**config.mk**
```make
export PLATFORM = sky130hd
export DESIGN_NAME = srwp_ctrl
export DESIGN_NICKNAME = d
export VERILOG_FILES = /design/src/rtl/srwp_pkg.sv /design/src/rtl/srwp_pin_sync.sv /design/src/rtl/srwp_nv_timer.sv /design/src/rtl/srwp_ctrl.sv
export SDC_FILE = /design/constraint.sdc
export NUM_CORES = 1
export LEC_CHECK = 0
export ABC_AREA = 1
export BUFFER_PORTS_ARGS = -buffer_cell sky130_fd_sc_hd__clkbuf_2
export CORE_MARGIN = 2
export CORE_UTILIZATION = 49
export DETAILED_ROUTE_END_ITERATION = 7
export PLACE_DENSITY = 0.76
export SLEW_MARGIN = 0
export SYNTH_ARGS = -nofsm -noshare
export SYNTH_HDL_FRONTEND = slang
export SYNTH_SLANG_ARGS = --single-unit
```
**constraint.sdc**
```tcl
create_clock -name clk -period 1.88 [get_ports clk]
set_clock_uncertainty 0.15 [all_clocks]
set_input_delay 0.094 -clock clk [delete_from_list [all_inputs] [get_ports clk]]
set_output_delay 0.094 -clock clk [all_outputs]
set_load 0.03 [all_outputs]
```
**src/rtl/srwp_pkg.sv**
```systemverilog
package srwp_pkg;

    localparam int unsigned STAT_W = 8;

    // bit positions that the read-back format depends on
    localparam int unsigned BIT_WIP  = 0;
    localparam int unsigned BIT_WEL  = 1;
    localparam int unsigned BIT_BL_L = 2;
    localparam int unsigned BIT_BL_H = 3;
    localparam int unsigned BIT_PEN  = 7;
    localparam int unsigned BL_W     = BIT_BL_H - BIT_BL_L + 1;

    typedef struct packed {
        logic            wel;        // enable latch
        logic            pen;        // protect-enable (stored)
        logic [BL_W-1:0] bl;         // block-lock field (stored)
        logic            locked;     // lock flag, released by pin edge
        logic            pend_pen;   // value waiting for commit
        logic [BL_W-1:0] pend_bl;
        logic            ok;         // accepted-write strobe
        logic            arr_prev;   // previous array-busy level
    } ctrl_state_t;

endpackage

```
**src/rtl/srwp_pin_sync.sv**
```systemverilog
module srwp_pin_sync #(
    parameter int unsigned STAGES = 2
) (
    input  logic clk,
    input  logic rst_n,
    input  logic pin_i,
    output logic pin_o,
    output logic edge_o
);

    logic [STAGES-1:0] chain_d, chain_q;
    logic              prev_d, prev_q;

    generate
        if (STAGES == 1) begin : g_one
            always_comb chain_d = pin_i;
        end else begin : g_many
            always_comb chain_d = {chain_q[STAGES-2:0], pin_i};
        end
    endgenerate

    always_comb begin
        prev_d = chain_q[STAGES-1];
    end

    always_ff @(posedge clk or negedge rst_n) begin
        if (!rst_n) begin
            chain_q <= '1;
            prev_q  <= 1'b1;
        end else begin
            chain_q <= chain_d;
            prev_q  <= prev_d;
        end
    end

    assign pin_o  = chain_q[STAGES-1];
    assign edge_o = chain_q[STAGES-1] ^ prev_q;

endmodule

```
**src/rtl/srwp_nv_timer.sv**
```systemverilog
module srwp_nv_timer #(
    parameter int unsigned CYCLES = 16
) (
    input  logic clk,
    input  logic rst_n,
    input  logic start_i,
    output logic busy_o,
    output logic done_o
);

    localparam int unsigned CNT_W = $clog2(CYCLES + 1);
    localparam logic [CNT_W-1:0] LOAD = CNT_W'(CYCLES);

    logic [CNT_W-1:0] cnt_d, cnt_q;

    always_comb begin
        cnt_d = cnt_q;
        if (start_i) begin
            cnt_d = LOAD;
        end else if (cnt_q != '0) begin
            cnt_d = cnt_q - 1'b1;
        end
    end

    always_ff @(posedge clk or negedge rst_n) begin
        if (!rst_n) cnt_q <= '0;
        else        cnt_q <= cnt_d;
    end

    assign busy_o = (cnt_q != '0);
    assign done_o = (cnt_q == CNT_W'(1));

    AST_NO_RESTART_WHILE_BUSY: assert property (@(posedge clk) disable iff (!rst_n)
        start_i |-> !busy_o);

    AST_BUSY_AFTER_START: assert property (@(posedge clk) disable iff (!rst_n)
        start_i |=> busy_o);

endmodule

```
**src/rtl/srwp_ctrl.sv**
```systemverilog
module srwp_ctrl
    import srwp_pkg::*;
#(
    parameter int unsigned SR_WRITE_CYCLES = 16,
    parameter int unsigned SYNC_STAGES     = 2
) (
    input  logic              clk,
    input  logic              rst_n,
    input  logic              wp_pin_i,
    input  logic              wren_pulse_i,
    input  logic              wrsr_pulse_i,
    input  logic [STAT_W-1:0] wrsr_data_i,
    input  logic              array_busy_i,
    output logic [STAT_W-1:0] status_o,
    output logic              sr_write_ok_o,
    output logic [BL_W-1:0]   blk_lock_o
);

    ctrl_state_t st_d, st_q;

    logic pin_s, pin_edge;
    logic tmr_busy, tmr_done;
    logic wip, blocked, accept, lock_set, arr_fell, nv_done;

    srwp_pin_sync #(.STAGES(SYNC_STAGES)) u_sync (
        .clk    (clk),
        .rst_n  (rst_n),
        .pin_i  (wp_pin_i),
        .pin_o  (pin_s),
        .edge_o (pin_edge)
    );

    srwp_nv_timer #(.CYCLES(SR_WRITE_CYCLES)) u_timer (
        .clk     (clk),
        .rst_n   (rst_n),
        .start_i (accept),
        .busy_o  (tmr_busy),
        .done_o  (tmr_done)
    );

    always_comb begin
        wip      = tmr_busy | array_busy_i;
        lock_set = st_q.pen & ~pin_s;
        blocked  = st_q.pen & (st_q.locked | ~pin_s);
        accept   = wrsr_pulse_i & st_q.wel & ~wip & ~blocked;
        arr_fell = st_q.arr_prev & ~array_busy_i;
        nv_done  = tmr_done | arr_fell;

        st_d          = st_q;
        st_d.ok       = accept;
        st_d.arr_prev = array_busy_i;

        // lock flag: a pin edge re-evaluates, otherwise it only sets
        if (pin_edge) st_d.locked = lock_set;
        else          st_d.locked = st_q.locked | lock_set;

        if (wren_pulse_i && !wip) st_d.wel = 1'b1;
        if (nv_done)              st_d.wel = 1'b0;

        if (accept) begin
            st_d.pend_pen = wrsr_data_i[BIT_PEN];
            st_d.pend_bl  = wrsr_data_i[BIT_BL_H:BIT_BL_L];
        end

        if (tmr_done) begin
            st_d.pen = st_q.pend_pen;
            st_d.bl  = st_q.pend_bl;
        end
    end

    always_ff @(posedge clk or negedge rst_n) begin
        if (!rst_n) st_q <= '0;
        else        st_q <= st_d;
    end

    always_comb begin
        status_o           = '0;
        status_o[BIT_WIP]  = wip;
        status_o[BIT_WEL]  = st_q.wel;
        status_o[BIT_BL_H:BIT_BL_L] = st_q.bl;
        status_o[BIT_PEN]  = st_q.pen;
    end

    assign sr_write_ok_o = st_q.ok;
    assign blk_lock_o    = st_q.bl;

    AST_OK_NEEDS_WEL: assert property (@(posedge clk) disable iff (!rst_n)
        sr_write_ok_o |-> $past(st_q.wel));

    AST_OK_ONE_CYCLE: assert property (@(posedge clk) disable iff (!rst_n)
        sr_write_ok_o |=> !sr_write_ok_o);

    AST_OK_NOT_PROTECTED: assert property (@(posedge clk) disable iff (!rst_n)
        sr_write_ok_o |-> !$past(blocked));

    AST_WIP_WITH_OK: assert property (@(posedge clk) disable iff (!rst_n)
        sr_write_ok_o |-> status_o[BIT_WIP]);

    AST_WEL_CLEARS: assert property (@(posedge clk) disable iff (!rst_n)
        $past(tmr_done) |-> !st_q.wel);

    AST_LOCK_RELEASE: assert property (@(posedge clk) disable iff (!rst_n)
        $fell(st_q.locked) |-> $past(pin_edge));

endmodule

```
# Word level (Yosys, flattened, before mapping)
# Cells that the tools add are included.
# totals
n_memories	0
out_inout_bits	11
latchBits	0
wordCells	38
ramBits	0
ff_bits	18
mem_bits_ro	0
# op_classes
n_reduce_logical	5
add_sub_neg	1
n_mul	0
n_div	0
n_mux	5
order_cmp	0
eq_ne	1
n_shift	0
bitwise	15
# ops
cell	count
2-to-1 mux 5 bit	2
bitwise AND 1 bit	6
equality test 5 x 1 -> 1 bit, second input constant	1
nonzero test 5 bit	1
subtractor 5 x 1 -> 5 bit, second input constant	1
inverter 1 bit	4
OR 1 bit	4
nonzero test 2 bit	2
2-to-1 mux 1 bit	3
logical AND 1 bit	1
logical NOT 1 bit	1
bitwise XOR 1 bit	1

# Longest topological paths before layout
# depth
word_depth	6
depth_mapped	10
mapped_depth_nobuf	10

# Hierarchy
# A second synthesis with hierarchy kept.
# hier_totals
hier_cells	97
area_unflattened_um2	870.8
# by_module_without_submodules
module	n_inst	seq_area_each_um2	cells_each	area_per_inst_um2
srwp_ctrl	1	250.2	55	489.2
srwp_nv_timer	1	125.1	34	284.0
srwp_pin_sync	1	78.8	8	97.6

# Worst setup path after synthesis
# OpenSTA, ideal clock, no wires.
# synth_timing
path_kind	register -> register
startpoint	register u_timer.cnt_q[0]
endpoint	register u_timer.cnt_q[0]
arrival_time_ns	1.154
path_buffers	0
setup_ns	0.117
stages_incl_launch_ff	10
period_less_slack_ns	1.422
path_slack_ns	0.458
path_cell_list	dfrtp_1 inv_1 ha_1 inv_1 nor2_4 nand2_4 nor2_4 nand2_4 nand3_1 nand2_1
# synth_between
elab_chain_len	6
elab_cells_between_ends	9
cone_classes	add/sub: 1; mux: 2; bitwise: 4; reduce/logical: 2
# synth_lines
item	line	source
start, declared	srwp_nv_timer.sv:14	logic [CNT_W-1:0] cnt_d, cnt_q;
start signal, assigned	srwp_nv_timer.sv:27	else cnt_q <= cnt_d;
branches (longest 6 deep; another with subtractor 5 x 1 -> 5 bit)	-	
# Several ways; the timed one is not identified. The select of a mux whose other input is x is not followed.
# A chain may end at the register's enable or synchronous reset.

# Final worst setup path
# layout_timing
startpoint	register u_timer.cnt_q[1]
endpoint	output status_o[0]
# layout_between
elab_chain_len	2
# layout_lines
item	line	source
nonzero test 5 bit	srwp_nv_timer.sv:30	assign busy_o = (cnt_q != '0);
OR 1 bit	srwp_ctrl.sv:42	wip = tmr_busy | array_busy_i;
end, declared	srwp_ctrl.sv:14	output logic [STAT_W-1:0] status_o,
# No other way between the ends.

==> out/summary.txt <==
Outcome = finished clean
Reg power frac = 43.3%
Clock share of power = 16.9%
Worst EP arrival = 1.50 ns
Max clock buf depth = 2
Total grt overflow = 0
Gpl congestion = 0.766
CP Launch Type = flip-flop
Worst endpoint required time = 1.64 ns
Min Tclk post-route = 1.75 ns
Cells after DPL = 127
Die W = 46.3 µm
Worst-path maximum fanout = 4
Clock Sinks = 18
DP Worst Slack = 0.322 ns
Mean Syn Cell Area = 9.33 µm²
CTS root buffer = clkbuf_4
Filler cells = 152
Worst-path clk slew = 0.10 ns
Die Y = 46.3 µm
Final-report max-slew violation count = 0
GRT Resource Usage Total = 14.1%
Hold slack = 0.0581 ns
Fin cells = 140
Crit Path Category = flip-flop to output port
First-pass iteration count of the detailed router = 4
Post-layout instance area = 1040 µm²
Port buffer count = 16
Post-DP HPWL = 942 µm
Initial drt markers = 7
Antenna Nets Post-Route = 0
Num rows = 15
Fin crit share = 92.8%
Synth Cell Area = 877 µm²
Vias in the first global route = 548
Setup_tns = 0 ns
DRC = 0
DIE AREA = 2140 µm²
Worst-Skew Late Latency = 0.29 ns
Final net count = 133
Ant. Diodes = 0
Finish-stage setup viols = 0
Seq/Total Area, Yosys = 51.8%
Max_cap viols = 0
Pin count of the biggest net entering global routing = 19
Average wire per standard cell = 9.50 µm
Io pins = 25
Syn-to-layout area delta = 18.8%
Final setup margin = 0.135 ns
Vias per std cell = 4.34
Sw frac = 39.9%
Tot Pwr = 1.37 mW
Logic pwr share = 39.7%
Initial antenna violation count = 0
Lkg Pwr = 0.569 nW
Final Hold Violating Endpoints = 0
Final WL = 1330 µm
CORE AREA = 1710 µm²
DR vias = 607
Post-layout util = 61.0%
Yosys warns = 0
Synthesized instance count = 94
PwrDens = 1310 nW/µm²
Yosys cell types = 18
Worst min-delay path class = input port to flip-flop
RSZ-0062 raised after global routing = no
Power Internal = 0.820 mW
First-pass GRT wire length = 2130 µm
Layout cells sized above 1 = 27.8%
Net Switching = 0.546 mW
Inserted Clock Buffers = 3
CP endpoint kind = output port
Max Fclk = 573 MHz
IR Drop Worst-Case VDD = 685 µV
Cell area after placement = 921 µm²
CTS tree = yes
H-tree depth = 1
Flops & latches, synth = 18
Initial Utilization = 51.4%
-- sequential cells by signal, summed over array words and instances (netlist names) --
name / flops
sr_write_ok_o: 1
u_sync.chain_q: 2
blk_lock_o: 2
u_sync.prev_q: 1
st_q: 5
u_timer.cnt_q: 5
status_o: 2
-- placed cells by master, fill, tap and decap left out --
master / n
nand2_1: 22
dfrtp_1: 15
clkbuf_2: 15
inv_1: 13
dlygate4sd3_1: 7
nand3_1: 6
o21ai_0: 4
nor2_4: 3
a21oi_1: 3
nor2_1: 3
ha_1: 3
conb_1: 3
clkbuf_4: 3
dfstp_2: 3
nand2_4: 2
buf_4: 2
clkinv_4: 1
xor2_1: 1
o22ai_1: 1
xnor2_1: 1
or2_0: 1
inv_2: 1
clkbuf_8: 1
buf_2: 1
-- layout make-up --
type	instances	area, µm²	share of cell area, %
clock buffer	4	36.3	3.48
sequential	18	454	43.6
timing repair buffer	25	165	15.8
tap	25	31.3	3.00
multi-input combinational	53	294	28.2
inverter	15	61.3	5.88
-- cell families after synthesis --
kind of cell | count (synthesis) | share of synthesized area, %
AO/OA/AOI/OAI | 8 | 4.71
other | 1 | 0.428
buffers and inverters | 25 | 15.5
XOR/XNOR | 2 | 2.00
adder cells (fa/ha/maj) | 3 | 4.28
AND/OR/NAND/NOR | 37 | 21.3
flip-flops | 18 | 51.8
-- power by group through the flow --
stage | combinational, mW | clock, mW | sequential (mW)
after detailed placement | 0.517 | 0 | 0.599
after CTS | 0.531 | 0.239 | 0.592
after global routing | 0.616 | 0.264 | 0.604
after floorplan | 0.483 | 0 | 0.583
after global placement | 0.504 | 0 | 0.594
final | 0.543 | 0.231 | 0.592
-- worst max-delay path: stages (launching register included) --
cell	delay, ns
dfrtp_1	0.41
inv_1	0.10
ha_1	0.15
inv_1	0.06
nor2_4	0.10
nand2_4	0.07
nor2_4	0.11
inv_1	0.04
buf_2	0.17
-- path summary, 6_finish.rpt --
path	start	end	slack [ns]	depth (start not counted)
max	u_timer.cnt_q[1]$_DFFE_PN0P_	status_o[0]	0.13	8
min	wrsr_pulse_i	sr_write_ok_o$_DFF_PN0_	0.06	5
max reg2reg	u_timer.cnt_q[1]$_DFFE_PN0P_	u_timer.cnt_q[0]$_DFFE_PN0P_	0.29	10
min reg2reg	u_sync.chain_q[0]$_DFF_PN1_	u_sync.chain_q[1]$_DFF_PN1_	0.21	0
max in group asynchronous	rst_n	u_sync.chain_q[1]$_DFF_PN1_	1.13	2
min in group asynchronous	rst_n	status_o[7]$_DFFE_PN0P_	0.11	2
-- layer usage --
| layer | routed length [µm] | GRT usage [%] | part of all wire [%] |
|---|---|---|---|
| met3 | 48 | 3.53 | 3.6 |
| met2 | 632 | 24.4 | 48 |
| met5 | 0 | 0 | 0 |
| met1 | 630 | 16.5 | 47 |
| met4 | 19 | 5.14 | 1.4 |
-- cell usage after synthesis --
library cell / number / area (µm²)
nand2_1: 22 / 82.6
dfrtp_1: 15 / 375
inv_1: 14 / 52.6
buf_4: 10 / 75.1
nand3_1: 6 / 30.0
o21ai_0: 4 / 20.0
a21oi_1: 3 / 15.0
dfstp_2: 3 / 78.8
ha_1: 3 / 37.5
nor2_1: 3 / 11.3
nor2_4: 3 / 33.8
nand2_4: 2 / 22.5
clkinv_4: 1 / 8.76
conb_1: 1 / 3.75
o22ai_1: 1 / 6.26
or2_0: 1 / 6.26
xnor2_1: 1 / 8.76
xor2_1: 1 / 8.76
-- what timing repair did --
action,4_1_cts,5_1_grt
gates resized for setup,0,2
endpoints found under the setup margin,0,1
buffers inserted,0,2
hold endpoints to repair,24,0
hold buffers,7,0
No activity file was read; power rests on OpenSTA's default activity.
